### config.mk
export PLATFORM = sky130hd
export DESIGN_NAME = sfr_first_order
export DESIGN_NICKNAME = d
export VERILOG_FILES = /design/src/rtl/sfr_pkg.sv /design/src/rtl/sfr_frame_ctrl.sv /design/src/rtl/sfr_serial_add.sv /design/src/rtl/sfr_delay.sv /design/src/rtl/sfr_first_order.sv
export SDC_FILE = /design/constraint.sdc
export NUM_CORES = 1
export LEC_CHECK = 0
export ABC_CLOCK_PERIOD_IN_PS = 5100
export BUFFER_PORTS_ARGS = -buffer_cell sky130_fd_sc_hd__buf_2
export CORE_AREA = 2 2 39 41
export CTS_CLUSTER_DIAMETER = 120
export DETAILED_ROUTE_END_ITERATION = 6
export DIE_AREA = 0 0 41 43
export PLACE_DENSITY = 0.72
export SYNTH_ARGS = -nofsm -noshare
export SYNTH_HDL_FRONTEND = slang
export SYNTH_SLANG_ARGS = --single-unit
### constraint.sdc
create_clock -name clk -period 5.1 [get_ports clk]
set_clock_uncertainty 0.1 [all_clocks]
set_input_delay 1.02 -clock clk [delete_from_list [all_inputs] [get_ports clk]]
set_output_delay 1.02 -clock clk [all_outputs]
set_load 0.01 [all_outputs]
### src/rtl/sfr_pkg.sv
package sfr_pkg;

    // Operands presented to the one-bit adder in a given cycle
    typedef struct packed {
        logic x;    // input sample bit (or held input sign)
        logic fb;   // fed-back half of the previous result
        logic cin;  // carry into this bit position
    } sfr_add_in_t;

    typedef struct packed {
        logic sum;
        logic cout;
    } sfr_add_out_t;

    function automatic sfr_add_out_t sfr_full_add(sfr_add_in_t a);
        sfr_add_out_t r;
        r.sum  = a.x ^ a.fb ^ a.cin;
        r.cout = (a.x & a.fb) | (a.x & a.cin) | (a.fb & a.cin);
        return r;
    endfunction

    // Width of a frame-position counter that can hold 0 .. w+1
    function automatic int sfr_pos_width(int w);
        return $clog2(w + 2);
    endfunction

endpackage

### src/rtl/sfr_frame_ctrl.sv
module sfr_frame_ctrl #(
    parameter int W = 8
) (
    input  logic clk,
    input  logic rst,
    input  logic start,
    output logic at_top_in,   // position W-1: last real input bit
    output logic at_ext,      // position W: extension bit
    output logic running      // at least one frame begun since reset
);
    localparam int PW = sfr_pkg::sfr_pos_width(W);
    localparam logic [PW-1:0] POS_TOP = PW'(W - 1);
    localparam logic [PW-1:0] POS_EXT = PW'(W);
    localparam logic [PW-1:0] POS_SAT = PW'(W + 1);

    logic [PW-1:0] pos_q;
    logic [PW-1:0] pos_now;
    logic          run_q;

    assign pos_now   = start ? '0 : pos_q;
    assign at_top_in = (pos_now == POS_TOP);
    assign at_ext    = (pos_now == POS_EXT) && run_q;
    assign running   = run_q | start;

    always_ff @(posedge clk) begin
        if (rst) begin
            pos_q <= POS_SAT;
            run_q <= 1'b0;
        end else begin
            pos_q <= (pos_now == POS_SAT) ? POS_SAT : pos_now + 1'b1;
            run_q <= run_q | start;
        end
    end
endmodule

### src/rtl/sfr_serial_add.sv
module sfr_serial_add (
    input  logic clk,
    input  logic rst,
    input  logic enable,     // gates sum and carry before the first frame
    input  logic first,      // frame start: carry restarts here
    input  logic round_bit,  // carry-in used at the frame start
    input  logic x,
    input  logic fb,
    output logic sum
);
    import sfr_pkg::*;

    logic         carry_q;
    sfr_add_in_t  ain;
    sfr_add_out_t aout;

    always_comb begin
        ain.x   = x;
        ain.fb  = fb;
        ain.cin = first ? round_bit : carry_q;
        aout    = sfr_full_add(ain);
    end

    assign sum = enable & aout.sum;

    always_ff @(posedge clk) begin
        if (rst) carry_q <= 1'b0;
        else     carry_q <= enable & aout.cout;
    end
endmodule

### src/rtl/sfr_delay.sv
module sfr_delay #(
    parameter int DEPTH = 8
) (
    input  logic clk,
    input  logic rst,
    input  logic d,
    output logic q
);
    logic [DEPTH-1:0] stage_q;

    generate
        for (genvar i = 0; i < DEPTH; i++) begin : g_stage
            if (i == 0) begin : g_head
                always_ff @(posedge clk) begin
                    if (rst) stage_q[0] <= 1'b0;
                    else     stage_q[0] <= d;
                end
            end else begin : g_body
                always_ff @(posedge clk) begin
                    if (rst) stage_q[i] <= 1'b0;
                    else     stage_q[i] <= stage_q[i-1];
                end
            end
        end
    endgenerate

    assign q = stage_q[DEPTH-1];
endmodule

### src/rtl/sfr_first_order.sv
module sfr_first_order #(
    parameter int W = 8
) (
    input  logic clk,
    input  logic rst,
    input  logic round_en,
    input  logic in_start,
    input  logic in_bit,
    output logic out_start,
    output logic out_bit
);
    // Delay W brings bit k+1 of the previous (W+1)-cycle frame into position k
    localparam int LOOP_DEPTH = W;

    logic at_top_in, at_ext, running;
    logic xsign_q;   // held input sign for the extension position
    logic sign_q;    // sign of the previous result
    logic lsb_q;     // dropped LSB of the previous result, used for rounding
    logic dl_out;
    logic x_eff, fb_eff, sum;

    sfr_frame_ctrl #(.W(W)) u_ctrl (
        .clk       (clk),
        .rst       (rst),
        .start     (in_start),
        .at_top_in (at_top_in),
        .at_ext    (at_ext),
        .running   (running)
    );

    // Input sign-extension and sign-extended halving of the fed-back word
    assign x_eff  = at_ext ? xsign_q : in_bit;
    assign fb_eff = at_ext ? sign_q  : dl_out;

    sfr_serial_add u_add (
        .clk       (clk),
        .rst       (rst),
        .enable    (running),
        .first     (in_start),
        .round_bit (round_en & lsb_q),
        .x         (x_eff),
        .fb        (fb_eff),
        .sum       (sum)
    );

    sfr_delay #(.DEPTH(LOOP_DEPTH)) u_loop (
        .clk (clk),
        .rst (rst),
        .d   (sum),
        .q   (dl_out)
    );

    always_ff @(posedge clk) begin
        if (rst) begin
            xsign_q   <= 1'b0;
            sign_q    <= 1'b0;
            lsb_q     <= 1'b0;
            out_bit   <= 1'b0;
            out_start <= 1'b0;
        end else begin
            if (at_top_in) xsign_q <= in_bit;
            if (at_ext)    sign_q  <= sum;
            if (in_start)  lsb_q   <= sum;
            out_bit   <= sum;
            out_start <= in_start;
        end
    end
endmodule

-- After elaboration in Yosys (flattened, before gate mapping)
Cells that the tools add are included.
W data, S select, Z words.
- word-level logic and storage cells: 36
- output and inout port bits: 2
- input bits: 5
- register bits after elaboration: 18
- bitwise logic cells: 11
- reductions and logical operators: 2
- eq/ne operators: 3
- $add $sub $neg: 1
- mux-type cells: 4
- operator list (cell ; count):
    $eq A4 B4 Y1 const B ; 2
    $and A1 B1 Y1 ; 6
    $add A4 B1 Y4 const B ; 1
    $eq A4 B3 Y1 const B ; 1
    $mux W4 ; 1
    $mux W1 ; 3
    $or A1 B1 Y1 ; 3
    $reduce_or A2 Y1 ; 1
    $xor A1 B1 Y1 ; 2
    $logic_and A1 B1 Y1 ; 1

-- Logic depth before layout (Yosys ltp)
Gate-level depths: netlist of run 1.
- depth in word-level cells: 8
- gate-level depth with buffers: 7
- depth with buffers taken out: 6

-- Cells and area by module
From an unflattened synthesis of run 1, not the netlist that was laid out.
- cells, all modules: 62
- area total of the unflattened synthesis: 705.7 sq um
- modules (own cells, without submodules) (module ; cells an instance ; sequential area each (sq um) ; area an instance (sq um) ; instances):
    sfr_frame_ctrl ; 25 ; 100.1 ; 242.7 ; 1
    sfr_delay ; 16 ; 160.2 ; 210.2 ; 1
    sfr_first_order ; 16 ; 100.1 ; 182.7 ; 1
    sfr_serial_add ; 5 ; 20.0 ; 70.1 ; 1

-- Worst setup path after synthesis of run 1
OpenSTA, ideal clock, no wires.
- kind: input -> register
- start: in in_start
- end: reg lsb_q
- data required time: 4914 ps
- path buffers: 1
- slack: 2382 ps
- library setup time: 86 ps
- cell stages on the path: 7
- data arrival time: 2532 ps
- cells stage by stage: buf_6 > nand2b_1 > ha_1 > and3_4 > mux2i_1 > fa_1 > a211oi_1
- cells in the longest elaborated chain, start to end: 7
- elaborated cells on any way between the ends: 10
- those cells by class: eq/ne: 1; mux: 4; bitwise: 4; reduce/logical: 1
- ends and longest elaborated chain (element ; line ; RTL):
    start, declared ; sfr_first_order.sv:7 ; input logic in_start,
    $mux W4 ; sfr_frame_ctrl.sv:20 ; assign pos_now = start ? '0 : pos_q;
    $eq A4 B4 Y1 ; sfr_frame_ctrl.sv:22 ; assign at_ext = (pos_now == POS_EXT) && run_q;
    $logic_and A1 B1 Y1 ; sfr_frame_ctrl.sv:22 ;
    $mux W1 (on tied branches) ; sfr_first_order.sv:32, sfr_first_order.sv:33 ;
    $xor A1 B1 Y1 (2 in a row) ; sfr_pkg.sv:17 ; r.sum = a.x ^ a.fb ^ a.cin;
    $and A1 B1 Y1 ; sfr_serial_add.sv:24 ; assign sum = enable & aout.sum;
    end signal, assigned ; sfr_first_order.sv:63 ; if (in_start) lsb_q <= sum;
    end, declared ; sfr_first_order.sv:18 ; logic lsb_q;
Parallel ways exist; a longest one is shown, timed or not.
A chain may end at the register's enable or synchronous reset.

-- Worst setup path after layout of run 1
Same ends and word-level chain as after synthesis.

==> impl_metrics.prom, run 1 <==
# TYPE chip_impl_metric gauge
chip_impl_info{name="outcome",value="finished clean"} 1
chip_impl_metric{name="drc_errors",unit=""} 0
chip_impl_metric{name="area_delta_synth_final",unit="%"} 10.4
chip_impl_metric{name="detailedPlacementHpwl",unit="um"} 711
chip_impl_metric{name="cap_violations",unit=""} 0
chip_impl_metric{name="combined_area_of_the_multi_input_logic_cells",unit="um^2"} 300
chip_impl_metric{name="initialDrtViolationCount",unit=""} 5
chip_impl_metric{name="finalHoldViolations",unit=""} 0
chip_impl_metric{name="gr-usage-all-layers",unit="%"} 14.0
chip_impl_metric{name="vias",unit=""} 429
chip_impl_metric{name="synth-warning-count",unit=""} 0
chip_impl_info{name="setup.worst_path.class",value="in -> reg"} 1
chip_impl_metric{name="complex_gate_fraction_of_the_synthesized_area",unit="%"} 5.46
chip_impl_metric{name="final_max_slew_viol_count",unit=""} 0
chip_impl_info{name="main_combinational_cell_family_by_area_after_synthesis",value="simple AND/OR/NAND/NOR gates"} 1
chip_impl_metric{name="hold_slack",unit="ns"} 0.354
chip_impl_metric{name="internal_power",unit="uW"} 199
chip_impl_metric{name="peakVddDrop",unit="V"} 0.000215
chip_impl_info{name="setup.worst_path.start_class",value="primary input"} 1
chip_impl_metric{name="place.gp.congestion",unit=""} 0.707
chip_impl_metric{name="finalCritPeriodShare",unit="%"} 51.8
chip_impl_metric{name="r2r_slack",unit="ns"} 3.06
chip_impl_metric{name="critPathArrivalTime",unit="ns"} 2.75
chip_impl_metric{name="clock_power_share",unit="%"} 33.9
chip_impl_metric{name="grt_pass1_wl",unit="um"} 1580
chip_impl_metric{name="yosysSeqAreaShare",unit="%"} 52.5
chip_impl_metric{name="cts_resized",unit=""} 0
chip_impl_info{name="holdCritPathClass",value="reg -> reg"} 1
chip_impl_metric{name="slew_headroom",unit="%"} 82.6
chip_impl_metric{name="accumulated_negative_setup_slack",unit="ns"} 0
chip_impl_metric{name="timing.fmax",unit="MHz"} 379
chip_impl_metric{name="grt_max_degree",unit=""} 14
chip_impl_metric{name="power.switching_fraction",unit="%"} 22.1
chip_impl_metric{name="numCtsBuffers",unit=""} 3
chip_impl_metric{name="hold_buffers",unit=""} 0
chip_impl_metric{name="nFillCells",unit=""} 128
chip_impl_metric{name="detail_route.wirelength",unit="um"} 994
chip_impl_metric{name="critical_path.max_fanout",unit=""} 12
chip_impl_metric{name="final_core_utilization",unit="%"} 54.8
chip_impl_info{name="crit_chain",value="buf_2, nand2b_1, ha_1, and3_4, mux2i_1, fa_1, a211oi_1"} 1
chip_impl_metric{name="synth_enable_flop_cells",unit=""} 0
chip_impl_metric{name="drt-vias-per-instance",unit=""} 4.93
chip_impl_metric{name="post_route_cells_drive_above_1_share",unit="%"} 19.7
chip_impl_metric{name="numClockSinks",unit=""} 18
chip_impl_metric{name="core_area",unit="um^2"} 1380
chip_impl_info{name="ys_top_cells_by_count",value="sky130_fd_sc_hd__dfxtp_1 (18), sky130_fd_sc_hd__nor2b_1 (9), sky130_fd_sc_hd__nor2_1 (5)"} 1
chip_impl_metric{name="minimum_setup_slack_after_placement",unit="ns"} 2.14
chip_impl_metric{name="count_of_pins_on_the_block_boundary",unit=""} 7
chip_impl_metric{name="core.rowCount",unit=""} 14
chip_impl_info{name="tritoncts",value="built"} 1
chip_impl_info{name="timing.critical_path.max_delay_family",value="adder cells"} 1
chip_impl_metric{name="die_h",unit="um"} 43
chip_impl_info{name="timing.critical_path.to_type",value="flop"} 1
chip_impl_metric{name="dr.pass1.iters",unit=""} 4
chip_impl_metric{name="initial_utilization",unit="%"} 49.6
chip_impl_info{name="post-synth-top-count-cell",value="sky130_fd_sc_hd__dfxtp_1"} 1
chip_impl_metric{name="routedWlPerCell",unit="um"} 11.4
chip_impl_metric{name="detail-route-antenna-nets",unit=""} 0
chip_impl_metric{name="fp.dieW",unit="um"} 41
chip_impl_metric{name="syn_avg_cell_area",unit="um^2"} 10.9
chip_impl_metric{name="worst_pin_slew",unit="ns"} 0.261
chip_impl_metric{name="final-setup-viol-count",unit=""} 0
chip_impl_metric{name="clock_transition_time_at_the_flip_flop_clock_pins_of_the_worst_setup_and_hold_paths",unit="ns"} 0.10
chip_impl_metric{name="synth-seq-cells",unit=""} 18
chip_impl_metric{name="syn_nets",unit=""} 72
chip_impl_metric{name="clkLatencyLatePin",unit="ns"} 0.29
chip_impl_metric{name="yosys.cell_types.count",unit=""} 23
chip_impl_metric{name="total_leakage_power",unit="nW"} 0.316
chip_impl_info{name="cpMaxStageDelayCell",value="sky130_fd_sc_hd__fa_1"} 1
chip_impl_metric{name="number_of_antenna_violations_at_the_first_check_in_global_routing",unit=""} 0
chip_impl_info{name="synth-main-ff-cell",value="sky130_fd_sc_hd__dfxtp_1"} 1
chip_impl_info{name="synth_area_leaders",value="sky130_fd_sc_hd__dfxtp_1 (52%), sky130_fd_sc_hd__nor2b_1 (8.2%), sky130_fd_sc_hd__ha_1 (5.5%), sky130_fd_sc_hd__mux2i_1 (4.4%), sky130_fd_sc_hd__fa_1 (2.9%)"} 1
chip_impl_metric{name="critPathRequiredTime",unit="ns"} 5.21
chip_impl_metric{name="post_synth_xor_area_fraction",unit="%"} 2.55
chip_impl_metric{name="finish.net_count",unit=""} 81
chip_impl_metric{name="seqCellArea",unit="um^2"} 360
chip_impl_metric{name="slowest_delay",unit="ns"} 0.49
chip_impl_metric{name="cts_buffer_depth",unit=""} 2
chip_impl_metric{name="cp.buffers_inverters",unit=""} 1
chip_impl_metric{name="power_switching",unit="uW"} 56.4
chip_impl_metric{name="cts_setup_buffers",unit=""} 0
chip_impl_metric{name="combinational_group_share_of_total_power",unit="%"} 7.7
chip_impl_metric{name="fraction_of_synthesized_area_in_multiplexers",unit="%"} 4.37
chip_impl_metric{name="antenna_cells_inserted",unit=""} 0
chip_impl_metric{name="cts_htree_levels",unit=""} 1
chip_impl_metric{name="setup_ws",unit="ns"} 2.46
chip_impl_metric{name="total_power",unit="uW"} 255
chip_impl_metric{name="via_count_of_the_first_global_routing_pass",unit=""} 396
chip_impl_metric{name="post_synthesis_async_set_or_reset_flop_share",unit="%"} 0
chip_impl_metric{name="synth_simple_gate_area_share",unit="%"} 23.0
chip_impl_metric{name="dieArea",unit="um^2"} 1760
chip_impl_metric{name="synth_area",unit="um^2"} 687
chip_impl_info{name="grt_setup_unrepaired",value="no"} 1
chip_impl_info{name="post-synth-top-area-cell",value="sky130_fd_sc_hd__dfxtp_1"} 1
chip_impl_metric{name="final_period_minus_worst_setup_slack",unit="ns"} 2.64
chip_impl_metric{name="globalRouteOverflowTotal",unit=""} 0
chip_impl_metric{name="post_synth_fa_ha_maj_area_fraction",unit="%"} 8.38
chip_impl_metric{name="synth_top_cell_area_share",unit="%"} 52.5
chip_impl_metric{name="p_per_area",unit="nW/um^2"} 337
chip_impl_metric{name="port_buffers",unit=""} 6
chip_impl_metric{name="p_seq_share",unit="%"} 58.4
chip_impl_metric{name="synthesis.instances",unit=""} 63
chip_impl_info{name="cts-root-buf",value="sky130_fd_sc_hd__clkbuf_4"} 1
## area by class of cell
| class | count | area share, % |
|---|---|---|
| flip-flops and latches | 18 | 47.5 |
| multi-input cells | 40 | 39.6 |
| clock buffers | 4 | 4.79 |
| repair buffers | 6 | 3.96 |
| well taps | 16 | 2.64 |
| inverters | 3 | 1.49 |
## layer usage
metal,routed length (um),global-route usage [%]
met2,500,20.6
met3,30,3.14
met5,0,0
met4,12,12.0
met1,450,15.9
## power by group through the flow
| stage | logic, mW | clock network, mW | registers, mW |
|---|---|---|---|
| 3_5_place_dp | 0.0201 | 0 | 0.152 |
| 4_1_cts | 0.0203 | 0.0900 | 0.149 |
| 5_1_grt | 0.0226 | 0.0939 | 0.149 |
| 2_1_floorplan | 0.0148 | 0 | 0.152 |
| 6_report | 0.0197 | 0.0865 | 0.149 |
| 3_3_place_gp | 0.0198 | 0 | 0.152 |
## cells in the final DEF (no fill, tap or decap)
master | synthesis | routed
sky130_fd_sc_hd__and4bb_2 | 1 | 1
sky130_fd_sc_hd__nand2_1 | 1 | 1
sky130_fd_sc_hd__xnor2_1 | 1 | 1
sky130_fd_sc_hd__and3_4 | 1 | 1
sky130_fd_sc_hd__inv_1 | 3 | 3
sky130_fd_sc_hd__ha_1 | 3 | 3
sky130_fd_sc_hd__buf_2 | 0 | 6
sky130_fd_sc_hd__clkbuf_8 | 0 | 1
sky130_fd_sc_hd__nor2b_1 | 9 | 9
sky130_fd_sc_hd__nor3b_2 | 1 | 1
sky130_fd_sc_hd__a211oi_1 | 2 | 2
sky130_fd_sc_hd__nor2_1 | 5 | 5
sky130_fd_sc_hd__and2_1 | 2 | 2
sky130_fd_sc_hd__clkbuf_4 | 0 | 3
sky130_fd_sc_hd__a31oi_1 | 2 | 2
sky130_fd_sc_hd__or2_2 | 1 | 1
sky130_fd_sc_hd__o21ai_0 | 1 | 1
sky130_fd_sc_hd__fa_1 | 1 | 1
sky130_fd_sc_hd__a21oi_1 | 1 | 1
sky130_fd_sc_hd__dfxtp_1 | 18 | 18
sky130_fd_sc_hd__xor2_1 | 1 | 1
sky130_fd_sc_hd__nand2b_1 | 3 | 3
sky130_fd_sc_hd__nand3_1 | 1 | 1
sky130_fd_sc_hd__mux2i_1 | 3 | 3
## flip-flops by register name, summed over array words and instances, names as in the netlist
| name | flops |
|---|---|
| u_ctrl.run_q | 1 |
| sign_q | 1 |
| u_loop.q | 1 |
| out_start | 1 |
| xsign_q | 1 |
| u_ctrl.pos_q | 4 |
| u_add.carry_q | 1 |
| u_loop.stage_q | 6 |
| lsb_q | 1 |
| out_bit | 1 |
## logic make-up (layout without fill, tap and decap cells)
group,Yosys count,count (layout)
AO/OA/AOI/OAI,6,6
XOR/XNOR,2,2
adder cells (fa/ha/maj),4,4
buffers and inverters,5,13
flip-flops,18,18
multiplexers,3,3
AND/OR/NAND/NOR,25,25
## final timing paths
check                         start                end  cells after the start
setup / recovery           in_start              lsb_q                      7
setup reg to reg    u_ctrl.pos_q[3]              lsb_q                      5
hold reg to reg   u_loop.stage_q[5]  u_loop.stage_q[6]                      1
hold / removal    u_loop.stage_q[5]  u_loop.stage_q[6]                      1
## per-stage QoR
stage               area, um^2  cells
CTS                        758     87
global route               758     87
global placement           722     83
finish                     758     87
detailed placement         722     83
floorplan                  687     63
## worst reg2reg max path: stages (launching register included)
cell	delay, ns
sky130_fd_sc_hd__dfxtp_1	0.37
sky130_fd_sc_hd__nor3b_2	0.26
sky130_fd_sc_hd__and3_4	0.24
sky130_fd_sc_hd__mux2i_1	0.24
sky130_fd_sc_hd__fa_1	0.49
sky130_fd_sc_hd__a211oi_1	0.26
Note: power is estimated with default switching activity, not from simulation.
==> inputs of run 2 (changes only) <==
Settings changed: ABC_CLOCK_PERIOD_IN_PS 5100 to 2290, CORE_AREA 2 2 39 41 to default, CORE_UTILIZATION from default to 48, DIE_AREA 0 0 41 43 to default, PLACE_DENSITY 0.72 to 0.71.
Clock period 5.1 ns to 2.29 ns, I/O delays scaled along.
==> impl_metrics.prom, run 2 (synthesized netlist as in run 1, its figures left out) <==
# TYPE chip_impl_metric gauge
chip_impl_info{name="outcome",value="finished clean"} 1
chip_impl_metric{name="final_core_utilization",unit="%"} 58.6
chip_impl_metric{name="peakVddDrop",unit="V"} 0.000466
chip_impl_metric{name="numClockSinks",unit=""} 18
chip_impl_metric{name="detailedPlacementHpwl",unit="um"} 670
chip_impl_info{name="tritoncts",value="built"} 1
chip_impl_metric{name="routedWlPerCell",unit="um"} 10.8
chip_impl_metric{name="via_count_of_the_first_global_routing_pass",unit=""} 375
chip_impl_metric{name="slowest_delay",unit="ns"} 0.49
chip_impl_metric{name="dieArea",unit="um^2"} 1590
chip_impl_metric{name="initial_utilization",unit="%"} 52.1
chip_impl_info{name="setup.worst_path.start_class",value="primary input"} 1
chip_impl_metric{name="total_leakage_power",unit="nW"} 0.326
chip_impl_info{name="most-common-layout-cells",value="sky130_fd_sc_hd__dfxtp_1 (18), sky130_fd_sc_hd__nor2b_1 (9), sky130_fd_sc_hd__buf_2 (6)"} 1
chip_impl_metric{name="detail-route-antenna-nets",unit=""} 0
chip_impl_metric{name="cts_htree_levels",unit=""} 1
chip_impl_metric{name="final_max_slew_viol_count",unit=""} 0
chip_impl_metric{name="total_power",unit="uW"} 564
chip_impl_metric{name="antenna_cells_inserted",unit=""} 0
chip_impl_metric{name="clock_transition_time_at_the_flip_flop_clock_pins_of_the_worst_setup_and_hold_paths",unit="ns"} 0.09
chip_impl_metric{name="critical_path.max_fanout",unit=""} 5
chip_impl_metric{name="place.gp.congestion",unit=""} 0.815
chip_impl_metric{name="dr.pass1.iters",unit=""} 4
chip_impl_metric{name="grt_pass1_wl",unit="um"} 1520
chip_impl_metric{name="drc_errors",unit=""} 0
chip_impl_info{name="cts-root-buf",value="sky130_fd_sc_hd__clkbuf_4"} 1
chip_impl_metric{name="fp.dieW",unit="um"} 39.8
chip_impl_metric{name="core_area",unit="um^2"} 1320
chip_impl_metric{name="critPathRequiredTime",unit="ns"} 2.40
chip_impl_info{name="crit_chain",value="buf_2, nand2b_1, ha_1, and3_4, mux2i_1, fa_1, a211oi_1"} 1
chip_impl_metric{name="final-setup-viol-count",unit=""} 0
chip_impl_info{name="biggestRegsByFlops",value="u_loop.stage_q: 6 flops, u_ctrl.pos_q: 4 flops"} 1
chip_impl_metric{name="finish.net_count",unit=""} 83
chip_impl_metric{name="cts_resized",unit=""} 0
chip_impl_metric{name="finalCritPeriodShare",unit="%"} 88.0
chip_impl_metric{name="port_buffers",unit=""} 6
chip_impl_metric{name="gr-usage-all-layers",unit="%"} 15.7
chip_impl_metric{name="setup_ws",unit="ns"} 0.275
chip_impl_metric{name="final_cells",unit=""} 88
chip_impl_metric{name="detail_route.wirelength",unit="um"} 953
chip_impl_info{name="holdCritPathClass",value="in -> reg"} 1
chip_impl_info{name="mostFrequentLayoutCell",value="sky130_fd_sc_hd__dfxtp_1"} 1
chip_impl_metric{name="grt_max_degree",unit=""} 14
chip_impl_metric{name="initialDrtViolationCount",unit=""} 9
chip_impl_metric{name="post_route_cells_drive_above_1_share",unit="%"} 21.9
chip_impl_metric{name="flip_flop_count_of_the_largest_register_all_copies_and_words_added",unit=""} 6
chip_impl_metric{name="slew_headroom",unit="%"} 81.0
chip_impl_info{name="largest-register",value="u_loop.stage_q"} 1
chip_impl_metric{name="area_delta_synth_final",unit="%"} 12.4
chip_impl_metric{name="count_of_pins_on_the_block_boundary",unit=""} 7
chip_impl_metric{name="cts_buffer_depth",unit=""} 2
chip_impl_metric{name="numCtsBuffers",unit=""} 3
chip_impl_metric{name="place_inst",unit=""} 84
chip_impl_metric{name="hold_slack",unit="ns"} 0.332
chip_impl_info{name="cpMaxStageDelayCell",value="sky130_fd_sc_hd__fa_1"} 1
chip_impl_metric{name="hold_buffers",unit=""} 0
chip_impl_metric{name="timing.fmax",unit="MHz"} 496
chip_impl_metric{name="critPathArrivalTime",unit="ns"} 2.12
chip_impl_metric{name="clkLatencyLatePin",unit="ns"} 0.28
chip_impl_metric{name="core.rowCount",unit=""} 13
chip_impl_metric{name="final_period_minus_worst_setup_slack",unit="ns"} 2.02
chip_impl_metric{name="cts_setup_buffers",unit=""} 0
chip_impl_info{name="grt_setup_unrepaired",value="no"} 1
chip_impl_metric{name="p_per_area",unit="nW/um^2"} 730
chip_impl_metric{name="worst_pin_slew",unit="ns"} 0.285
chip_impl_metric{name="minimum_setup_slack_after_placement",unit="ns"} -0.0344
chip_impl_metric{name="globalRouteOverflowTotal",unit=""} 0
chip_impl_metric{name="die_h",unit="um"} 39.8
chip_impl_metric{name="nFillCells",unit=""} 114
chip_impl_metric{name="finalHoldViolations",unit=""} 0
chip_impl_info{name="setup.worst_path.class",value="in -> reg"} 1
chip_impl_metric{name="cap_violations",unit=""} 0
chip_impl_metric{name="drt-vias-per-instance",unit=""} 4.86
chip_impl_metric{name="vias",unit=""} 428
chip_impl_metric{name="number_of_antenna_violations_at_the_first_check_in_global_routing",unit=""} 0
chip_impl_info{name="timing.critical_path.to_type",value="flop"} 1
## run 2: changes by cell type in the layout (fill, tap and decap cells not counted)
cell and change:
sky130_fd_sc_hd__buf_4 +2
## run 2: per-layer routing
layer | wire length, um | GRT usage, % | vias to the layer above
met5 | 0 | 0 | -
met1 | 497 | 18.2 | 193
met4 | 14 | 5.17 | 0
met3 | 46 | 10.2 | 2
li1 | - | - | 226
met2 | 394 | 23.0 | 7
## run 2: power by group
group,switching (mW),internal [mW],total (mW)
Clock,0.0871,0.0967,0.184
Sequential,0.00604,0.325,0.331
Combinational,0.0249,0.0236,0.0486
Total,0.118,0.445,0.564
## run 2: stage by stage
stage / setup TNS, ns / cell area, um^2
floorplan: 0 / 687
global placement: 0 / 736
detailed placement: -0.0344 / 736
CTS: 0 / 772
global route: 0 / 772
finish: 0 / 772
## run 2: worst paths after layout
check / cells past startpoint / end / slack (ns) / startpoint
hold reg to reg: 1 / u_loop.stage_q[2] / 0.34 / u_loop.stage_q[1]
setup reg to reg: 6 / lsb_q / 0.30 / u_ctrl.pos_q[1]
hold / removal: 3 / xsign_q / 0.33 / in_bit
setup / recovery: 7 / lsb_q / 0.27 / in_start
## run 2: cell type report
cell class	count	area (um^2)	area share, %
inverter	3	11.3	1.46
sequential	18	360	46.7
tap	15	18.8	2.43
timing repair buffer	8	45.0	5.83
multi-input combinational	40	300	38.9
clock buffer	4	36.3	4.70
## run 2: critical path, delay by kind of cell
kind | cells | cell delay (ns)
simple gates | 2 | 0.37
mux | 1 | 0.24
buf+inv | 1 | 0.12
compound gates | 1 | 0.23
fa+ha+maj | 2 | 0.70
==> inputs of run 3 (changes only) <==
Settings changed: ABC_CLOCK_PERIOD_IN_PS 2290 to 2300, CORE_MARGIN from default to 5, CORE_UTILIZATION 48 to 53, PLACE_DENSITY 0.71 to 0.74, SYNTH_HIERARCHICAL from default to 1.
Clock period 2.29 ns to 2.3 ns, I/O delays scaled along.
==> impl_metrics.prom, run 3 <==
# TYPE chip_impl_metric gauge
chip_impl_info{name="outcome",value="finished clean"} 1
chip_impl_metric{name="synth_area",unit="um^2"} 706
chip_impl_metric{name="clock_power_share",unit="%"} 28.2
chip_impl_metric{name="peakVddDrop",unit="V"} 0.000351
chip_impl_metric{name="yosysSeqAreaShare",unit="%"} 53.9
chip_impl_metric{name="synth-warning-count",unit=""} 6
chip_impl_metric{name="die_h",unit="um"} 46.5
chip_impl_metric{name="detailedPlacementHpwl",unit="um"} 879
chip_impl_metric{name="grt_pass1_wl",unit="um"} 2090
chip_impl_metric{name="power_switching",unit="uW"} 133
chip_impl_metric{name="port_buffers",unit=""} 6
chip_impl_metric{name="synth_top_cell_area_share",unit="%"} 53.9
chip_impl_metric{name="cts_buffer_depth",unit=""} 2
chip_impl_metric{name="flip_flop_count_of_the_largest_register_all_copies_and_words_added",unit=""} 7
chip_impl_metric{name="synthesis.instances",unit=""} 62
chip_impl_metric{name="core_area",unit="um^2"} 1280
chip_impl_metric{name="vias",unit=""} 472
chip_impl_metric{name="finish.net_count",unit=""} 87
chip_impl_info{name="critical_path.reg2reg.endpoint",value="sign_q"} 1
chip_impl_metric{name="gr_layer_usage_met3",unit="%"} 4.69
chip_impl_metric{name="setup_ws",unit="ns"} 0.0717
chip_impl_metric{name="dr.pass1.iters",unit=""} 4
chip_impl_metric{name="hold_buffers",unit=""} 0
chip_impl_info{name="post-synth-top-count-cell",value="sky130_fd_sc_hd__dfxtp_1"} 1
chip_impl_metric{name="via_count_of_the_first_global_routing_pass",unit=""} 521
chip_impl_info{name="worstReg2RegStart",value="u_ctrl/pos_q[0]"} 1
chip_impl_metric{name="place.gp.congestion",unit=""} 0.720
chip_impl_info{name="biggestRegsByFlops",value="u_loop/stage_q: 7 flops, u_ctrl/pos_q: 4 flops"} 1
chip_impl_metric{name="final-setup-viol-count",unit=""} 0
chip_impl_metric{name="clock_transition_time_at_the_flip_flop_clock_pins_of_the_worst_setup_and_hold_paths",unit="ns"} 0.10
chip_impl_metric{name="combinational_group_share_of_total_power",unit="%"} 11.2
chip_impl_metric{name="yosys.cell_types.count",unit=""} 26
chip_impl_metric{name="critical_path.max_fanout",unit=""} 4
chip_impl_metric{name="place_inst",unit=""} 89
chip_impl_metric{name="core.rowCount",unit=""} 13
chip_impl_metric{name="count_of_pins_on_the_block_boundary",unit=""} 7
chip_impl_info{name="most-common-layout-cells",value="sky130_fd_sc_hd__dfxtp_1 (18), sky130_fd_sc_hd__nor2b_1 (11), sky130_fd_sc_hd__buf_4 (7)"} 1
chip_impl_info{name="cts-root-buf",value="sky130_fd_sc_hd__clkbuf_4"} 1
chip_impl_metric{name="antenna_cells_inserted",unit=""} 0
chip_impl_metric{name="syn_avg_cell_area",unit="um^2"} 11.4
chip_impl_metric{name="post_synthesis_async_set_or_reset_flop_share",unit="%"} 0
chip_impl_info{name="synth_area_leaders",value="sky130_fd_sc_hd__dfxtp_1 (54%), sky130_fd_sc_hd__nor2b_1 (9.8%), sky130_fd_sc_hd__mux2i_1 (4.3%), sky130_fd_sc_hd__mux2_2 (3.2%), sky130_fd_sc_hd__fa_1 (2.8%)"} 1
chip_impl_info{name="setup.worst_path.start_class",value="flop"} 1
chip_impl_metric{name="detail_route.wirelength",unit="um"} 1210
chip_impl_metric{name="numCtsBuffers",unit=""} 3
chip_impl_metric{name="number_of_antenna_violations_at_the_first_check_in_global_routing",unit=""} 0
chip_impl_metric{name="p_seq_share",unit="%"} 60.5
chip_impl_metric{name="cts_htree_levels",unit=""} 1
chip_impl_metric{name="dieArea",unit="um^2"} 2160
chip_impl_metric{name="timing.fmax",unit="MHz"} 449
chip_impl_metric{name="minimum_setup_slack_after_placement",unit="ns"} -0.246
chip_impl_metric{name="whs_path_depth",unit=""} 3
chip_impl_metric{name="detail-route-antenna-nets",unit=""} 0
chip_impl_info{name="setup.worst_path.class",value="reg -> reg"} 1
chip_impl_metric{name="total_leakage_power",unit="nW"} 0.368
chip_impl_info{name="min_to",value="xsign_q"} 1
chip_impl_metric{name="synth_enable_flop_cells",unit=""} 0
chip_impl_metric{name="final_max_slew_viol_count",unit=""} 0
chip_impl_metric{name="grt_util_met2",unit="%"} 24.7
chip_impl_metric{name="syn_nets",unit=""} 69
chip_impl_info{name="synth-main-ff-cell",value="sky130_fd_sc_hd__dfxtp_1"} 1
chip_impl_metric{name="worst_pin_slew",unit="ns"} 0.313
chip_impl_metric{name="fp.dieW",unit="um"} 46.5
chip_impl_metric{name="final_period_minus_worst_setup_slack",unit="ns"} 2.23
chip_impl_metric{name="critPathRequiredTime",unit="ns"} 2.38
chip_impl_metric{name="grtUsageMet1",unit="%"} 15.1
chip_impl_info{name="critPathLaunch",value="u_ctrl/pos_q[0]"} 1
chip_impl_info{name="grt_setup_unrepaired",value="yes"} 1
chip_impl_metric{name="final_cells",unit=""} 94
chip_impl_metric{name="slew_headroom",unit="%"} 79.1
chip_impl_metric{name="gr-usage-all-layers",unit="%"} 14.2
chip_impl_metric{name="initial_utilization",unit="%"} 54.9
chip_impl_metric{name="cap_violations",unit=""} 0
chip_impl_metric{name="clkLatencyLatePin",unit="ns"} 0.29
chip_impl_info{name="largest-register",value="u_loop/stage_q"} 1
chip_impl_metric{name="drt-vias-per-instance",unit=""} 5.02
chip_impl_metric{name="post_route_cells_drive_above_1_share",unit="%"} 30.4
chip_impl_info{name="tritoncts",value="built"} 1
chip_impl_metric{name="drc_errors",unit=""} 0
chip_impl_info{name="post-synth-top-area-cell",value="sky130_fd_sc_hd__dfxtp_1"} 1
chip_impl_metric{name="finalCritPeriodShare",unit="%"} 96.9
chip_impl_metric{name="internal_power",unit="uW"} 440
chip_impl_metric{name="globalRouteOverflowTotal",unit=""} 0
chip_impl_metric{name="routedWlPerCell",unit="um"} 12.9
chip_impl_info{name="mostFrequentLayoutCell",value="sky130_fd_sc_hd__dfxtp_1"} 1
chip_impl_info{name="top_usage_layer",value="met2"} 1
chip_impl_metric{name="power.switching_fraction",unit="%"} 23.2
chip_impl_metric{name="area_delta_synth_final",unit="%"} 21.3
chip_impl_metric{name="r2r_slack",unit="ns"} 0.07
chip_impl_metric{name="critPathArrivalTime",unit="ns"} 2.31
chip_impl_info{name="holdCritPathClass",value="in -> reg"} 1
chip_impl_metric{name="numClockSinks",unit=""} 19
chip_impl_info{name="ys_top_cells_by_count",value="sky130_fd_sc_hd__dfxtp_1 (19), sky130_fd_sc_hd__nor2b_1 (11), sky130_fd_sc_hd__nor2_1 (4)"} 1
chip_impl_metric{name="initialDrtViolationCount",unit=""} 3
chip_impl_metric{name="finalHoldViolations",unit=""} 0
chip_impl_metric{name="synth-seq-cells",unit=""} 19
chip_impl_info{name="hold_start",value="in_bit"} 1
chip_impl_metric{name="p_per_area",unit="nW/um^2"} 669
chip_impl_metric{name="grt_max_degree",unit=""} 20
chip_impl_metric{name="rr_worst_depth",unit=""} 9
chip_impl_info{name="timing.critical_path.to_type",value="flop"} 1
-- run 3: changes by cell type after synthesis, sizes merged, moves of 2 or more --
cell / delta
mux2: +3
a31oi: -2
buf: -2
ha: -2
nand2b: -2
nor2b: +2
-- run 3: metrics by stage --
step	hold slack (ns)	setup TNS, ns	total power [mW]	utilization [%]	cell area, um^2
CTS	0.313	0	0.577	65.3	840
global route	0.340	-0.0692	0.604	66.6	856
global placement	0.319	-0.642	0.412	63.2	812
floorplan	0.314	0	0.386	-	718
detailed placement	0.329	-0.843	0.415	63.2	812
finish	0.318	0	0.572	66.6	856
-- run 3: power by group through the flow --
stage	clock network (mW)	registers (mW)	logic, mW
2_1_floorplan	0	0.356	0.0304
3_3_place_gp	0	0.354	0.0585
3_5_place_dp	0	0.354	0.0605
4_1_cts	0.168	0.347	0.0616
5_1_grt	0.184	0.348	0.0717
6_report	0.162	0.347	0.0642
-- run 3: kinds of logic after synthesis --
| kind of cell | after synthesis | synth area share [%] |
|---|---|---|
| simple gates | 29 | 25.7 |
| flops | 19 | 53.9 |
| mux | 6 | 9.57 |
| compound gates | 4 | 5.14 |
| buf+inv | 2 | 1.06 |
| fa+ha+maj | 2 | 4.61 |
-- run 3: how the worst max path moves through the flow --
stage / endpoint / depth (start not counted)
after CTS: sign_q / 9
after global routing: sign_q / 9
after floorplan: sign_q / 9
after detailed placement: sign_q / 10
after global placement: sign_q / 10
final: sign_q / 9
-- run 3: worst max-delay path: stages, from the launching register on --
cell and delay, ns:
sky130_fd_sc_hd__dfxtp_2 0.33, sky130_fd_sc_hd__nand2b_1 0.10, sky130_fd_sc_hd__ha_2 0.17, sky130_fd_sc_hd__nand4b_1 0.13
sky130_fd_sc_hd__nor2_4 0.16, sky130_fd_sc_hd__mux2_4 0.32, sky130_fd_sc_hd__fa_1 0.46, sky130_fd_sc_hd__and2_4 0.17
sky130_fd_sc_hd__mux2i_1 0.13, sky130_fd_sc_hd__nor2_1 0.05
-- run 3: layout make-up --
cell class / count / area [um^2]
Timing Repair Buffer: 13 / 82.6
Multi-Input combinational cell: 41 / 338
Inverter: 2 / 7.51
Fill cell: 114 / 429
Tap cell: 15 / 18.8
Clock inverter: 1 / 5.00
Sequential cell: 19 / 382
Clock buffer: 3 / 22.5
-- run 3: layer usage --
metal | part of all wire (%) | routed length [um]
met1 | 44 | 529
met2 | 53 | 641
met3 | 3.5 | 42
met4 | 0 | 0
met5 | 0 | 0
-- run 3: repair_timing --
item / 4_1_cts / 5_1_grt
setup buffers: 0 / 1
endpoints found under the setup margin: 0 / 4
endpoints found under the hold margin: 0 / 0
gates resized for setup: 0 / 3
